<file path="src/rtl/m6_pkg.sv">
package m6_pkg;

  typedef enum logic {
    STYLE_MOORE = 1'b0,
    STYLE_MEALY = 1'b1
  } out_style_e;

endpackage

</file>
<file path="src/rtl/m6_rst_sync.sv">
module m6_rst_sync #(
  parameter int STAGES = 2
) (
  input  logic clk_i,
  input  logic rst_ni,
  output logic rst_sync_no
);

  logic [STAGES-1:0] sync_q;

  always_ff @(posedge clk_i or negedge rst_ni) begin
    if (!rst_ni) begin
      sync_q <= '0;
    end else begin
      sync_q <= {sync_q[STAGES-2:0], 1'b1};
    end
  end

  assign rst_sync_no = sync_q[STAGES-1];

endmodule

</file>
<file path="src/rtl/m6_next_state.sv">
module m6_next_state #(
  parameter int CNT_W  = 3,
  parameter int MODULO = 6
) (
  input  logic [CNT_W-1:0] cur_cnt_i,
  input  logic             cur_carry_i,
  input  logic             en_i,
  output logic [CNT_W-1:0] nxt_cnt_o,
  output logic             nxt_carry_o
);

  localparam logic [CNT_W:0]   MOD_L  = (CNT_W+1)'(MODULO);
  localparam logic [CNT_W-1:0] LAST_L = CNT_W'(MODULO - 1);

  logic [CNT_W-1:0] step_cnt;
  logic             valid;
  logic             wrap;
  logic             leave_zero;

  assign valid = ({1'b0, cur_cnt_i} < MOD_L);

  generate
    if (CNT_W == 3 && MODULO == 6) begin : g_gates
      // Reduced sum-of-products for the six-state sequence.
      assign step_cnt[2] = (cur_cnt_i[2] & ~cur_cnt_i[0])
                         | (cur_cnt_i[2] & ~en_i)
                         | (cur_cnt_i[1] & cur_cnt_i[0] & en_i);
      assign step_cnt[1] = (cur_cnt_i[1] & ~cur_cnt_i[0])
                         | (cur_cnt_i[1] & ~en_i)
                         | (~cur_cnt_i[2] & ~cur_cnt_i[1] & cur_cnt_i[0] & en_i);
      assign step_cnt[0] = cur_cnt_i[0] ^ en_i;
    end else begin : g_arith
      always_comb begin
        if (!en_i) begin
          step_cnt = cur_cnt_i;
        end else if (cur_cnt_i == LAST_L) begin
          step_cnt = '0;
        end else begin
          step_cnt = cur_cnt_i + 1'b1;
        end
      end
    end
  endgenerate

  assign wrap       = en_i & (cur_cnt_i == LAST_L);
  assign leave_zero = en_i & (cur_cnt_i == '0);

  always_comb begin
    if (!valid) begin
      nxt_cnt_o   = '0;
      nxt_carry_o = 1'b0;
    end else begin
      nxt_cnt_o   = step_cnt;
      nxt_carry_o = wrap | (cur_carry_i & ~leave_zero);
    end
  end

endmodule

</file>
<file path="src/rtl/m6_out_sel.sv">
module m6_out_sel #(
  parameter int                CNT_W     = 3,
  parameter m6_pkg::out_style_e OUT_STYLE = m6_pkg::STYLE_MOORE
) (
  input  logic             run_i,
  input  logic [CNT_W-1:0] cur_cnt_i,
  input  logic             cur_carry_i,
  input  logic [CNT_W-1:0] nxt_cnt_i,
  input  logic             nxt_carry_i,
  output logic [CNT_W-1:0] cnt_o,
  output logic             carry_o
);

  generate
    if (OUT_STYLE == m6_pkg::STYLE_MEALY) begin : g_mealy
      assign cnt_o   = run_i ? nxt_cnt_i   : '0;
      assign carry_o = run_i ? nxt_carry_i : 1'b0;
    end else begin : g_moore
      logic unused_ok;
      assign unused_ok = run_i ^ nxt_carry_i ^ (^nxt_cnt_i);
      assign cnt_o     = cur_cnt_i;
      assign carry_o   = cur_carry_i;
    end
  endgenerate

endmodule

</file>
<file path="src/rtl/mod6_carry_counter.sv">
module mod6_carry_counter #(
  parameter int                 CNT_W     = 3,
  parameter int                 MODULO    = 6,
  parameter m6_pkg::out_style_e OUT_STYLE = m6_pkg::STYLE_MOORE
) (
  input  logic             clk_i,
  input  logic             rst_ni,
  input  logic             step_en_i,
  output logic [CNT_W-1:0] count_o,
  output logic             carry_o
);

  logic             rst_sync_n;
  logic [CNT_W-1:0] cnt_q;
  logic [CNT_W-1:0] cnt_d;
  logic             carry_q;
  logic             carry_d;

  m6_rst_sync #(.STAGES(2)) u_rst_sync (
    .clk_i       (clk_i),
    .rst_ni      (rst_ni),
    .rst_sync_no (rst_sync_n)
  );

  m6_next_state #(.CNT_W(CNT_W), .MODULO(MODULO)) u_next (
    .cur_cnt_i   (cnt_q),
    .cur_carry_i (carry_q),
    .en_i        (step_en_i),
    .nxt_cnt_o   (cnt_d),
    .nxt_carry_o (carry_d)
  );

  always_ff @(posedge clk_i or negedge rst_sync_n) begin
    if (!rst_sync_n) begin
      cnt_q   <= '0;
      carry_q <= 1'b0;
    end else begin
      cnt_q   <= cnt_d;
      carry_q <= carry_d;
    end
  end

  m6_out_sel #(.CNT_W(CNT_W), .OUT_STYLE(OUT_STYLE)) u_out (
    .run_i       (rst_sync_n),
    .cur_cnt_i   (cnt_q),
    .cur_carry_i (carry_q),
    .nxt_cnt_i   (cnt_d),
    .nxt_carry_i (carry_d),
    .cnt_o       (count_o),
    .carry_o     (carry_o)
  );

endmodule

</file>
<file path="config.mk">
export PLATFORM = sky130hd
export DESIGN_NAME = mod6_carry_counter
export DESIGN_NICKNAME = d
export VERILOG_FILES = /design/src/rtl/m6_pkg.sv /design/src/rtl/m6_rst_sync.sv /design/src/rtl/m6_next_state.sv /design/src/rtl/m6_out_sel.sv /design/src/rtl/mod6_carry_counter.sv
export SDC_FILE = /design/constraint.sdc
export NUM_CORES = 1
export LEC_CHECK = 0
export BUFFER_PORTS_ARGS = -buffer_cell sky130_fd_sc_hd__buf_2
export CAP_MARGIN = 5
export CORE_AREA = 3 3 40 42
export CTS_BUF_LIST = sky130_fd_sc_hd__clkbuf_8 sky130_fd_sc_hd__clkbuf_16
export CTS_CLUSTER_SIZE = 30
export DETAILED_ROUTE_END_ITERATION = 10
export DIE_AREA = 0 0 43 45
export PLACE_DENSITY = 0.4
export SLEW_MARGIN = 10
export SYNTH_ARGS = -nofsm -noshare
export SYNTH_HDL_FRONTEND = slang
export SYNTH_SLANG_ARGS = --single-unit
export TNS_END_PERCENT = 20
</file>
<file path="constraint.sdc">
create_clock -name clk_i -period 1 [get_ports clk_i]
set_input_delay 0.2 -clock clk_i [delete_from_list [all_inputs] [get_ports clk_i]]
set_output_delay 0.2 -clock clk_i [all_outputs]
set_load 0.01 [all_outputs]
</file>
# Word-level counts from Yosys, hierarchy flattened
# Index checks and enable logic that the tools add are counted.
# totals
regBits	6
wordCells	31
# op_classes
magnitude_cmp	1
eq_ne	1
muxes	2
bitwise	23
n_reduce_logical	1
# op_table
cell	count
$and 1x1->1	12
$not 1->1	5
$or 1x1->1	5
$eq 3x3->1 const B	1
$logic_not 3->1	1
$lt 3x3->1 const B	1
$mux 3	1
$mux 1	1
$xor 1x1->1	1

# Longest topological paths before layout
# Gate-level depths: netlist of the first run.
# logic_depth
depth_word	6
ltp_mapped	3

# Hierarchy
# Synthesis of the first run repeated with hierarchy kept, for this count alone.
# unflattened
hier_cells	24
area_unflattened_um2	275.3
# modules_own_cells
mod	n_inst	cells_per_inst	area_per_inst_um2
mod6_carry_counter	1	4	100.1
m6_next_state	1	13	91.3
m6_rst_sync	1	3	53.8
m6_out_sel	1	4	30.0

# Worst setup path before layout of the first run
# OpenSTA, ideal clock, no wires.
# synth_timing
kind	register to register
from	register cnt_q[0]
to	register carry_q
setup_time_ps	128
arrival_ps	837
required_time_ps	872
path_slack_ps	35
stages_incl_launch_ff	4
path_buffers	1
period_less_slack_ps	965
cell_sequence	dfrtp_1 > buf_4 > nor4b_4 > nor4_2
# synth_between
elab_chain_cells	6
# synth_lines
item	line	rtl
start: declaration	mod6_carry_counter.sv:14	logic [CNT_W-1:0] cnt_q;
start signal: assignment	mod6_carry_counter.sv:38	cnt_q <= cnt_d;
$logic_not 3->1	m6_next_state.sv:46	assign leave_zero = en_i & (cur_cnt_i == '0);
$and 1x1->1	m6_next_state.sv:46	
$not 1->1	m6_next_state.sv:54	nxt_carry_o = wrap | (cur_carry_i & ~leave_zero);
$and 1x1->1	m6_next_state.sv:54	
$or 1x1->1	m6_next_state.sv:54	
$mux 1 *	m6_next_state.sv:49	if (!valid) begin
via carry_d	mod6_carry_counter.sv:17	logic carry_d;
end signal: assignment	mod6_carry_counter.sv:39	carry_q <= carry_d;
end: declaration	mod6_carry_counter.sv:16	logic carry_q;
# The timed path passes the listed nets; every way through them passes the cells marked *.

# Final worst setup path of the first run
# layout_timing
from	register cnt_q[2]
to	output count_o[2]
# layout_lines
item	line	rtl
end: declaration	mod6_carry_counter.sv:9	output logic [CNT_W-1:0] count_o,
# No word-level cell between the ends.

==> flow_summary_export.csv, run 1 <==
group,metric,value,unit
routing,vias_per_cell,4.02,
worst_setup_path,critPathBufInv,1,
timing,final_max_slew_viol_count,0,
layout,final_cell_mix,"buf_2, dfrtp_1, clkbuf_8, dfrtp_2",
global_routing,grt_overflow,0,
floorplanning,fp.dieH,45,um
pwr,intPower,0.839,mW
floorplanning,rows,13,
outcome,violations,"negative setup slack",
pwr,ir_drop,883,uV
worst_setup_path,crit_arrival,0.80,ns
clock_tree,cts_buffers,3,
timing,hold_viol,0,
layout,synthToLayoutAreaGrowth,37.2,%
synthesis,syn-num-nets,25,
global_routing,grt_pass1_vias,185,
layout,layout.nets,36,
timing,rsz0062_at_grt,"true",
floorplanning,die_x,43,um
synthesis,yosysWarnings,0,
layout,nFillCells,147,
routing,num_vias,185,
pwr,sw_frac_of_total,31.2,%
synthesis,synth_area,283,um2
floorplanning,die_area,1940,um2
routing,drtIter0Drc,2,
worst_setup_path,endpoint_kind,"output pin",
pwr,p_comb_share,34.0,%
clock_tree,clk_pin_slew,0.03,ns
timing,setup_viol,2,
timing,fmax,995,MHz
worst_setup_path,crit_fanout,7,
outcome,status,"finished with violations",
run,maxCapViolCount,0,
pwr,power.leakage,0.167,nW
clock_tree,htreeDepth,1,
timing,period_minus_slack,1.00,ns
layout,drive_gt1_share,54.8,%
placed_design,numPortBuffers,6,
global_routing,antenna_found_initial,0,
pwr,seq_power_share,37.4,%
global_routing,grt_max_degree,8,
layout,antenna_cells,0,
layout,multi_input_area,114,um2
global_routing,grt_first_pass_wirelength,745,um
placed_design,pre_cts_slack,-0.000439,ns
worst_setup_path,critPathKind,"flip-flop to output pin",
hold_path,hold_class,"flip-flop to async pin",
timing,finalClockSkew,0.000685,ns
synthesis,synthTopCellsByArea,"dfrtp_1, nor4b_4, a21bo_2, nor4_2, buf_6",
synthesis,yosys.area.top_type,"dfrtp_1",
pwr,p_sw,0.381,mW
floorplanning,start_util,22.0,%
clock_tree,ctsLongestPathBuffers,2,
worst_setup_path,worstPathCellList,"buf_6",
worst_setup_path,cp.required,0.80,ns
layout,layout_commonest_cell,"buf_2",
routing,wl_per_cell,9.91,um
routing,dr.pass1.iters,4,
worst_setup_path,cpPeakStageDelay,0.45,ns
clock_tree,clock_sinks,6,
timing,post-route-period-util,100,%
synthesis,synth-seq-cells,6,
pwr,power_density,3150,nW/um2
global_routing,grt_usage,5.77,%
worst_setup_path,crit_path_start_kind,"flip-flop",
worst_setup_path,path_delay_family,"flip-flops",
layout,final_util,30.2,%
placed_design,gp_congestion,0.561,
timing,worst_slack,-0.00455,ns
synthesis,avgSynthCellArea,12.9,um2
synthesis,ys_seq_area_share,53.1,%
clock_tree,cts-root-buf,"clkbuf_8",
clock_tree,cts_tree,"done",
floorplanning,ios,7,
pwr,clkPwrFrac,28.6,%
routing,drc,0,
worst_setup_path,cpMaxStageDelayCell,"dfrtp_2",
synthesis,syn_inst,22,
floorplanning,coreArea,1280,um2
routing,wirelength,456,um
clock_tree,clk_latency,0.22,ns
layout,regArea,154,um2
synthesis,synth_top_area_share,53.1,%
routing,final_antenna_net_count,0,
synthesis,synth.distinct_cells,14,
cells in the mapped netlist:
cell      count
and2_1        1
nor4_2        1
a21oi_1       2
buf_6         1
conb_1        1
nor4b_4       1
dfrtp_1       6
buf_4         1
nand4b_1      1
xnor2_1       1
o21ai_1       1
nor2_1        2
nand3b_1      1
a21bo_2       2
cells by family (layout without fill, tap and decap cells):
family / count (synthesis) / after routing / synth area share [%]
xor+xnor: 1 / 1 / 3.10
simple gates: 7 / 7 / 23.5
flops: 6 / 6 / 53.1
other cells: 1 / 1 / 1.33
buf+inv: 2 / 11 / 6.64
compound gates: 5 / 5 / 12.4
power groups by stage:
stage / combinational, mW / sequential [mW] / clock [mW]
final: 0.415 / 0.456 / 0.349
after global routing: 0.449 / 0.468 / 0.389
after CTS: 0.424 / 0.455 / 0.367
after detailed placement: 0.322 / 0.461 / 0
after global placement: 0.319 / 0.453 / 0
after floorplan: 0.263 / 0.437 / 0
per-layer routing:
| metal | global-route usage [%] | share of wire, % | wire, um | up-vias |
|---|---|---|---|---|
| met4 | 7.23 | 0 | 0 | 0 |
| li1 | - | - | - | 93 |
| met5 | 0 | 0 | 0 | - |
| met2 | 8.38 | 54 | 246 | 3 |
| met3 | 2.39 | 4.4 | 20 | 0 |
| met1 | 5.62 | 41 | 188 | 89 |
metrics by stage:
| step | setup TNS (ns) | cells | area (um2) | total power, mW | hold slack (ns) |
|---|---|---|---|---|---|
| 6_report | -0.00538 | 46 | 388 | 1.22 | 0.0556 |
| 5_1_grt | -0.0833 | 46 | 388 | 1.31 | 0.0723 |
| 4_1_cts | -0.0242 | 46 | 388 | 1.25 | 0.0676 |
| 3_3_place_gp | 0 | 41 | 313 | 0.772 | -0.0157 |
| 3_5_place_dp | -0.000439 | 41 | 313 | 0.783 | -0.0119 |
| 2_1_floorplan | 0 | 22 | 283 | 0.700 | -0.0956 |
area by class of cell:
type | count | area share, %
clock buffers | 3 | 10.6
repair buffers | 8 | 15.5
well taps | 15 | 4.84
flip-flops and latches | 6 | 39.7
multi-input cells | 14 | 29.4
state kept, by name, summed over array words and instances, names as in the netlist:
name	count
cnt_q	3
carry_q	1
u_rst_sync.sync_q	2
what timing repair did:
action	in CTS	in global routing
setup endpoints to repair	4	5
hold buffers	1	0
endpoints found under the hold margin	2	0
buffers inserted	1	0
resized for setup	5	0
pin swaps	0	0
worst paths after layout:
check / start / endpoint / slack, ns / cells after the start
setup / recovery: cnt_q[2]$_DFF_PN0_ / count_o[2] / -0.005 / 1
hold / removal: u_rst_sync.sync_q[1]$_DFF_PN0_ / cnt_q[2]$_DFF_PN0_ / 0.06 / 0
setup reg to reg: cnt_q[0]$_DFF_PN0_ / cnt_q[1]$_DFF_PN0_ / 0.04 / 3
hold reg to reg: u_rst_sync.sync_q[1]$_DFF_PN0_ / cnt_q[2]$_DFF_PN0_ / 0.06 / 0
max in group asynchronous: rst_ni / u_rst_sync.sync_q[0]$_DFF_PN0_ / 0.61 / 2
min in group clk_i: step_en_i / cnt_q[1]$_DFF_PN0_ / 0.33 / 3
Note: power is estimated with default switching activity, not from simulation.
==> run 2, diff against run 1 <==
Clock period 1 ns to 1.1 ns, I/O delays scaled along.
==> run 2 against run 1 <==
  * The flow now finishes without violations
  * Count of clock-buffer cells in the layout did not move
  * Worst setup slack improved by 0.042 ns
  * Non-clock buffer count fell by 1
  * Cell count fell by 2.2%
  * Combinational power fell by 29%
  * Critical endpoint is now count_o[0]
==> flow_summary_export.csv, run 2 (synthesis gave the netlist of run 1 again) <==
group,metric,value,unit
outcome,status,"complete, no violations",
worst_setup_path,r2r_start,"cnt_q[1]$_DFF_PN0_",
placed_design,pre_cts_slack,0.117,ns
clock_tree,htreeDepth,1,
placed_design,numPortBuffers,6,
layout,layout.nets,35,
worst_setup_path,path_delay_family,"flip-flops",
routing,vias_per_cell,3.96,
pwr,power_density,2830,nW/um2
clock_tree,ctsLongestPathBuffers,2,
timing,finalClockSkew,0.00390,ns
worst_setup_path,crit_fanout,8,
global_routing,grt_max_degree,9,
layout,finalNonFillerCells,45,
worst_setup_path,critPathBufInv,1,
floorplanning,die_area,1940,um2
global_routing,grt_usage,5.46,%
worst_setup_path,worstPathCellList,"buf_2",
global_routing,antenna_found_initial,0,
floorplanning,fp.dieH,45,um
routing,num_vias,178,
pwr,p_comb_share,28.2,%
timing,setup_viol,0,
floorplanning,coreArea,1280,um2
layout,largest_reg_flops,3,
worst_setup_path,crit_path_start_kind,"flip-flop",
worst_setup_path,reg2reg_setup_slack,0.16,ns
layout,drive_gt1_share,53.3,%
routing,final_antenna_net_count,0,
timing,finalSetupTns,0,ns
placed_design,hpwl,367,um
floorplanning,ios,7,
pwr,p_sw,0.339,mW
clock_tree,clk_latency,0.22,ns
clock_tree,cts_buffers,3,
global_routing,grt_first_pass_wirelength,710,um
timing,final_max_slew_viol_count,0,
routing,drtIter0Drc,2,
timing,hold_viol,0,
run,maxCapViolCount,0,
clock_tree,clock_sinks,6,
placed_design,dp.cells,41,
worst_setup_path,critPathKind,"flip-flop to output pin",
worst_setup_path,cp.required,0.88,ns
worst_setup_path,cpPeakStageDelay,0.46,ns
placed_design,gp_congestion,0.584,
timing,fmax,941,MHz
timing,period_minus_slack,1.06,ns
timing,post-route-period-util,96.6,%
worst_setup_path,endpoint_kind,"output pin",
worst_setup_path,crit_path_end,"count_o[0]",
pwr,power.leakage,0.160,nW
layout,synthToLayoutAreaGrowth,30.1,%
worst_setup_path,reg2reg_depth,2,
clock_tree,clk_pin_slew,0.04,ns
routing,wirelength,449,um
timing,worst_slack,0.0376,ns
pwr,ir_drop,812,uV
worst_setup_path,startpoint,"cnt_q[0]$_DFF_PN0_",
floorplanning,die_x,43,um
pwr,clkPwrFrac,30.9,%
global_routing,grt_overflow,0,
routing,drc,0,
floorplanning,start_util,22.0,%
worst_setup_path,cp.depth,1,
hold_path,hold_class,"flip-flop to async pin",
pwr,intPower,0.701,mW
routing,dr.pass1.iters,2,
global_routing,grt_pass1_vias,181,
clock_tree,cts-root-buf,"clkbuf_8",
pwr,sw_frac_of_total,32.6,%
routing,wl_per_cell,9.98,um
pwr,seq_power_share,40.9,%
layout,top_regs,"cnt_q: 3 flops, u_rst_sync.sync_q: 2 flops, carry_q: 1 flops",
worst_setup_path,cpMaxStageDelayCell,"dfrtp_2",
timing,rsz0062_at_grt,"false",
clock_tree,cts_tree,"done",
timing,hold_ws,0.0518,ns
layout,regMostFlops,"cnt_q",
layout,final_cell_mix,"buf_2, dfrtp_1, clkbuf_8, dfrtp_2",
layout,layout_commonest_cell,"buf_2",
layout,antenna_cells,0,
worst_setup_path,crit_arrival,0.84,ns
clock_tree,postCtsSetupBuffers,0,
floorplanning,rows,13,
worst_setup_path,r2r_end,"carry_q$_DFF_PN0_",
run 2: metrics by stage:
stage               util [%]  instance area, um2  total power, mW
floorplan                  -                 283            0.636
global placement        24.3                 313            0.708
detailed placement      24.3                 313            0.716
CTS                     28.4                 365             1.05
global route            28.6                 368             1.11
finish                  28.6                 368             1.04
run 2: layout make-up:
type,instances,area (um2)
clock buffer,3,41.3
fill,137,917
multi-input combinational,14,114
sequential,6,154
tap,15,18.8
timing repair buffer,7,40.0
run 2: worst min-delay path by stage:
| stage | slack, ns | from | cells past startpoint | to |
|---|---|---|---|---|
| after floorplan | -0.08 | rst_ni | 0 | u_rst_sync.sync_q[0]$_DFF_PN0_ |
| after global placement | 0.004 | rst_ni | 1 | u_rst_sync.sync_q[0]$_DFF_PN0_ |
| after detailed placement | 0.008 | rst_ni | 1 | u_rst_sync.sync_q[0]$_DFF_PN0_ |
| after CTS | 0.06 | u_rst_sync.sync_q[1]$_DFF_PN0_ | 0 | cnt_q[2]$_DFF_PN0_ |
| after global routing | 0.06 | u_rst_sync.sync_q[1]$_DFF_PN0_ | 0 | cnt_q[0]$_DFF_PN0_ |
| final | 0.05 | u_rst_sync.sync_q[1]$_DFF_PN0_ | 0 | cnt_q[0]$_DFF_PN0_ |
run 2: power by group through the flow:
stage                     combinational (mW)  clock, mW  sequential [mW]
after floorplan                        0.239          0            0.397
after global placement                 0.296          0            0.412
after detailed placement               0.295          0            0.421
after CTS                              0.300      0.330            0.423
after global routing                   0.318      0.348            0.443
final                                  0.293      0.322            0.425
run 2: what timing repair did:
item | in CTS | in global routing
resized for setup | 1 | 2
endpoints found under the hold margin | 2 | 0
hold buffers | 1 | 0
cloned | 0 | 0
setup endpoints to repair | 1 | 2
run 2: routing by layer:
metal | vias up | global-route usage, % | part of all wire (%) | routed length [um]
met1 | 85 | 4.44 | 44 | 196
li1 | 90 | - | - | -
met5 | - | 0 | 0 | 0
met3 | 0 | 2.79 | 5.3 | 24
met4 | 0 | 7.23 | 0 | 0
met2 | 3 | 8.38 | 51 | 228
==> run 3, diff against run 2 <==
Settings changed: REMOVE_ABC_BUFFERS set to 1.
==> run 3 against run 2 <==
  * Register-to-register slack about the same
  * Sequential power rose by 1%
  * Combinational power is essentially flat
  * First-iteration DRC count increased by 50%
  * Clock power decreased by 2%
  * Via count up 5.1%
  * Critical path depth stayed put
  * Design area stayed put
  * Die area unchanged
  * Flip-flop and latch count is the same
  * Non-clock buffer count unchanged
  * Total power shrank 0.27%
  * Critical endpoint unchanged
==> flow_summary_export.csv, run 3 (synthesis gave the netlist of run 1 again) <==
group,metric,value,unit
worst_setup_path,critPathBufInv,1,
layout,nFillCells,140,
placed_design,numPortBuffers,6,
clock_tree,clk_latency,0.22,ns
global_routing,antenna_found_initial,0,
clock_tree,htreeDepth,1,
floorplanning,rows,13,
clock_tree,cts-root-buf,"clkbuf_8",
layout,antenna_cells,0,
worst_setup_path,cp.required,0.88,ns
routing,wirelength,467,um
routing,num_vias,187,
timing,finalClockSkew,0.00113,ns
timing,hold_ws,0.0527,ns
floorplanning,ios,7,
pwr,power_density,2820,nW/um2
floorplanning,die_x,43,um
layout,finalNonFillerCells,45,
hold_path,hold_class,"flip-flop to async pin",
worst_setup_path,path_delay_family,"flip-flops",
pwr,ir_drop,820,uV
layout,largest_reg_flops,3,
placed_design,gp_congestion,0.604,
worst_setup_path,crit_arrival,0.84,ns
outcome,status,"complete, no violations",
worst_setup_path,cpMaxStageDelayCell,"dfrtp_2",
timing,hold_viol,0,
global_routing,grt_max_degree,9,
timing,final_max_slew_viol_count,0,
clock_tree,cts_tree,"done",
layout,top_regs,"cnt_q: 3 flops, u_rst_sync.sync_q: 2 flops, carry_q: 1 flops",
timing,post-route-period-util,96.2,%
timing,setup_viol,0,
timing,period_minus_slack,1.06,ns
global_routing,grt_pass1_vias,186,
worst_setup_path,endpoint_kind,"output pin",
layout,synthToLayoutAreaGrowth,30.1,%
worst_setup_path,worstPathCellList,"buf_2",
worst_setup_path,r2r_start,"cnt_q[1]$_DFF_PN0_",
routing,dr.pass1.iters,2,
clock_tree,cts_buffers,3,
placed_design,dp.cells,41,
global_routing,grt_first_pass_wirelength,731,um
floorplanning,fp.dieH,45,um
layout,layout_commonest_cell,"buf_2",
worst_setup_path,reg2reg_depth,2,
routing,vias_per_cell,4.16,
placed_design,hpwl,365,um
timing,fmax,945,MHz
layout,final_util,28.6,%
worst_setup_path,crit_fanout,8,
global_routing,grt_usage,5.29,%
floorplanning,start_util,22.0,%
layout,drive_gt1_share,53.3,%
global_routing,grt_overflow,0,
worst_setup_path,cp.depth,1,
clock_tree,clk_pin_slew,0.03,ns
worst_setup_path,startpoint,"cnt_q[0]$_DFF_PN0_",
clock_tree,clock_sinks,6,
worst_setup_path,crit_path_start_kind,"flip-flop",
layout,regMostFlops,"cnt_q",
worst_setup_path,r2r_end,"carry_q$_DFF_PN0_",
floorplanning,die_area,1940,um2
clock_tree,ctsLongestPathBuffers,2,
timing,rsz0062_at_grt,"false",
layout,final_cell_mix,"buf_2, dfrtp_1, clkbuf_8, dfrtp_2",
worst_setup_path,crit_path_end,"count_o[0]",
clock_tree,postCtsSetupBuffers,0,
worst_setup_path,reg2reg_setup_slack,0.17,ns
worst_setup_path,cpPeakStageDelay,0.46,ns
layout,layout.nets,35,
pwr,power.leakage,0.160,nW
floorplanning,coreArea,1280,um2
run,maxCapViolCount,0,
worst_setup_path,critPathKind,"flip-flop to output pin",
routing,drc,0,
routing,drtIter0Drc,3,
routing,final_antenna_net_count,0,
routing,wl_per_cell,10.4,um
timing,finalSetupTns,0,ns
## run 3: worst min path at each step
stage,cells past startpoint,slack (ns),to,startpoint
after floorplan,0,-0.08,u_rst_sync.sync_q[0]$_DFF_PN0_,rst_ni
after global placement,1,0.005,u_rst_sync.sync_q[0]$_DFF_PN0_,rst_ni
after detailed placement,1,0.009,u_rst_sync.sync_q[0]$_DFF_PN0_,rst_ni
after CTS,0,0.06,carry_q$_DFF_PN0_,u_rst_sync.sync_q[1]$_DFF_PN0_
after global routing,0,0.07,carry_q$_DFF_PN0_,u_rst_sync.sync_q[1]$_DFF_PN0_
final,0,0.05,carry_q$_DFF_PN0_,u_rst_sync.sync_q[1]$_DFF_PN0_
## run 3: metal layers
layer	vias up	GRT usage, %	wire length [um]
li1	91	-	-
met1	90	4.46	179
met2	6	9.28	247
met3	0	3.19	40
met4	0	3.61	0
met5	-	0	0
## run 3: layout make-up
type	instances	area, um2	share of cell area [%]
Sequential cell	6	154	41.8
Multi-Input combinational cell	14	114	31.0
Clock buffer	3	41.3	11.2
Timing Repair Buffer	7	40.0	10.9
Tap cell	15	18.8	5.10
## run 3: where the power goes
part	total [mW]	internal (mW)	switching [mW]
clock network	0.317	0.234	0.0826
registers	0.430	0.300	0.130
logic	0.291	0.167	0.124
## run 3: repair_timing
| action | CTS | global route |
|---|---|---|
| hold buffers | 1 | 0 |
| endpoints found under the setup margin | 1 | 2 |
| resized for setup | 1 | 2 |
| hold endpoints to repair | 2 | 0 |
## run 3: metrics by stage
stage          area [um2]  power (mW)  setup WS [ns]
2_1_floorplan         264       0.602          0.146
4_1_cts               365        1.05        0.00893
6_report              368        1.04         0.0414
5_1_grt               368        1.11         0.0162
3_5_place_dp          313       0.714         0.0887
3_3_place_gp          313       0.701          0.159
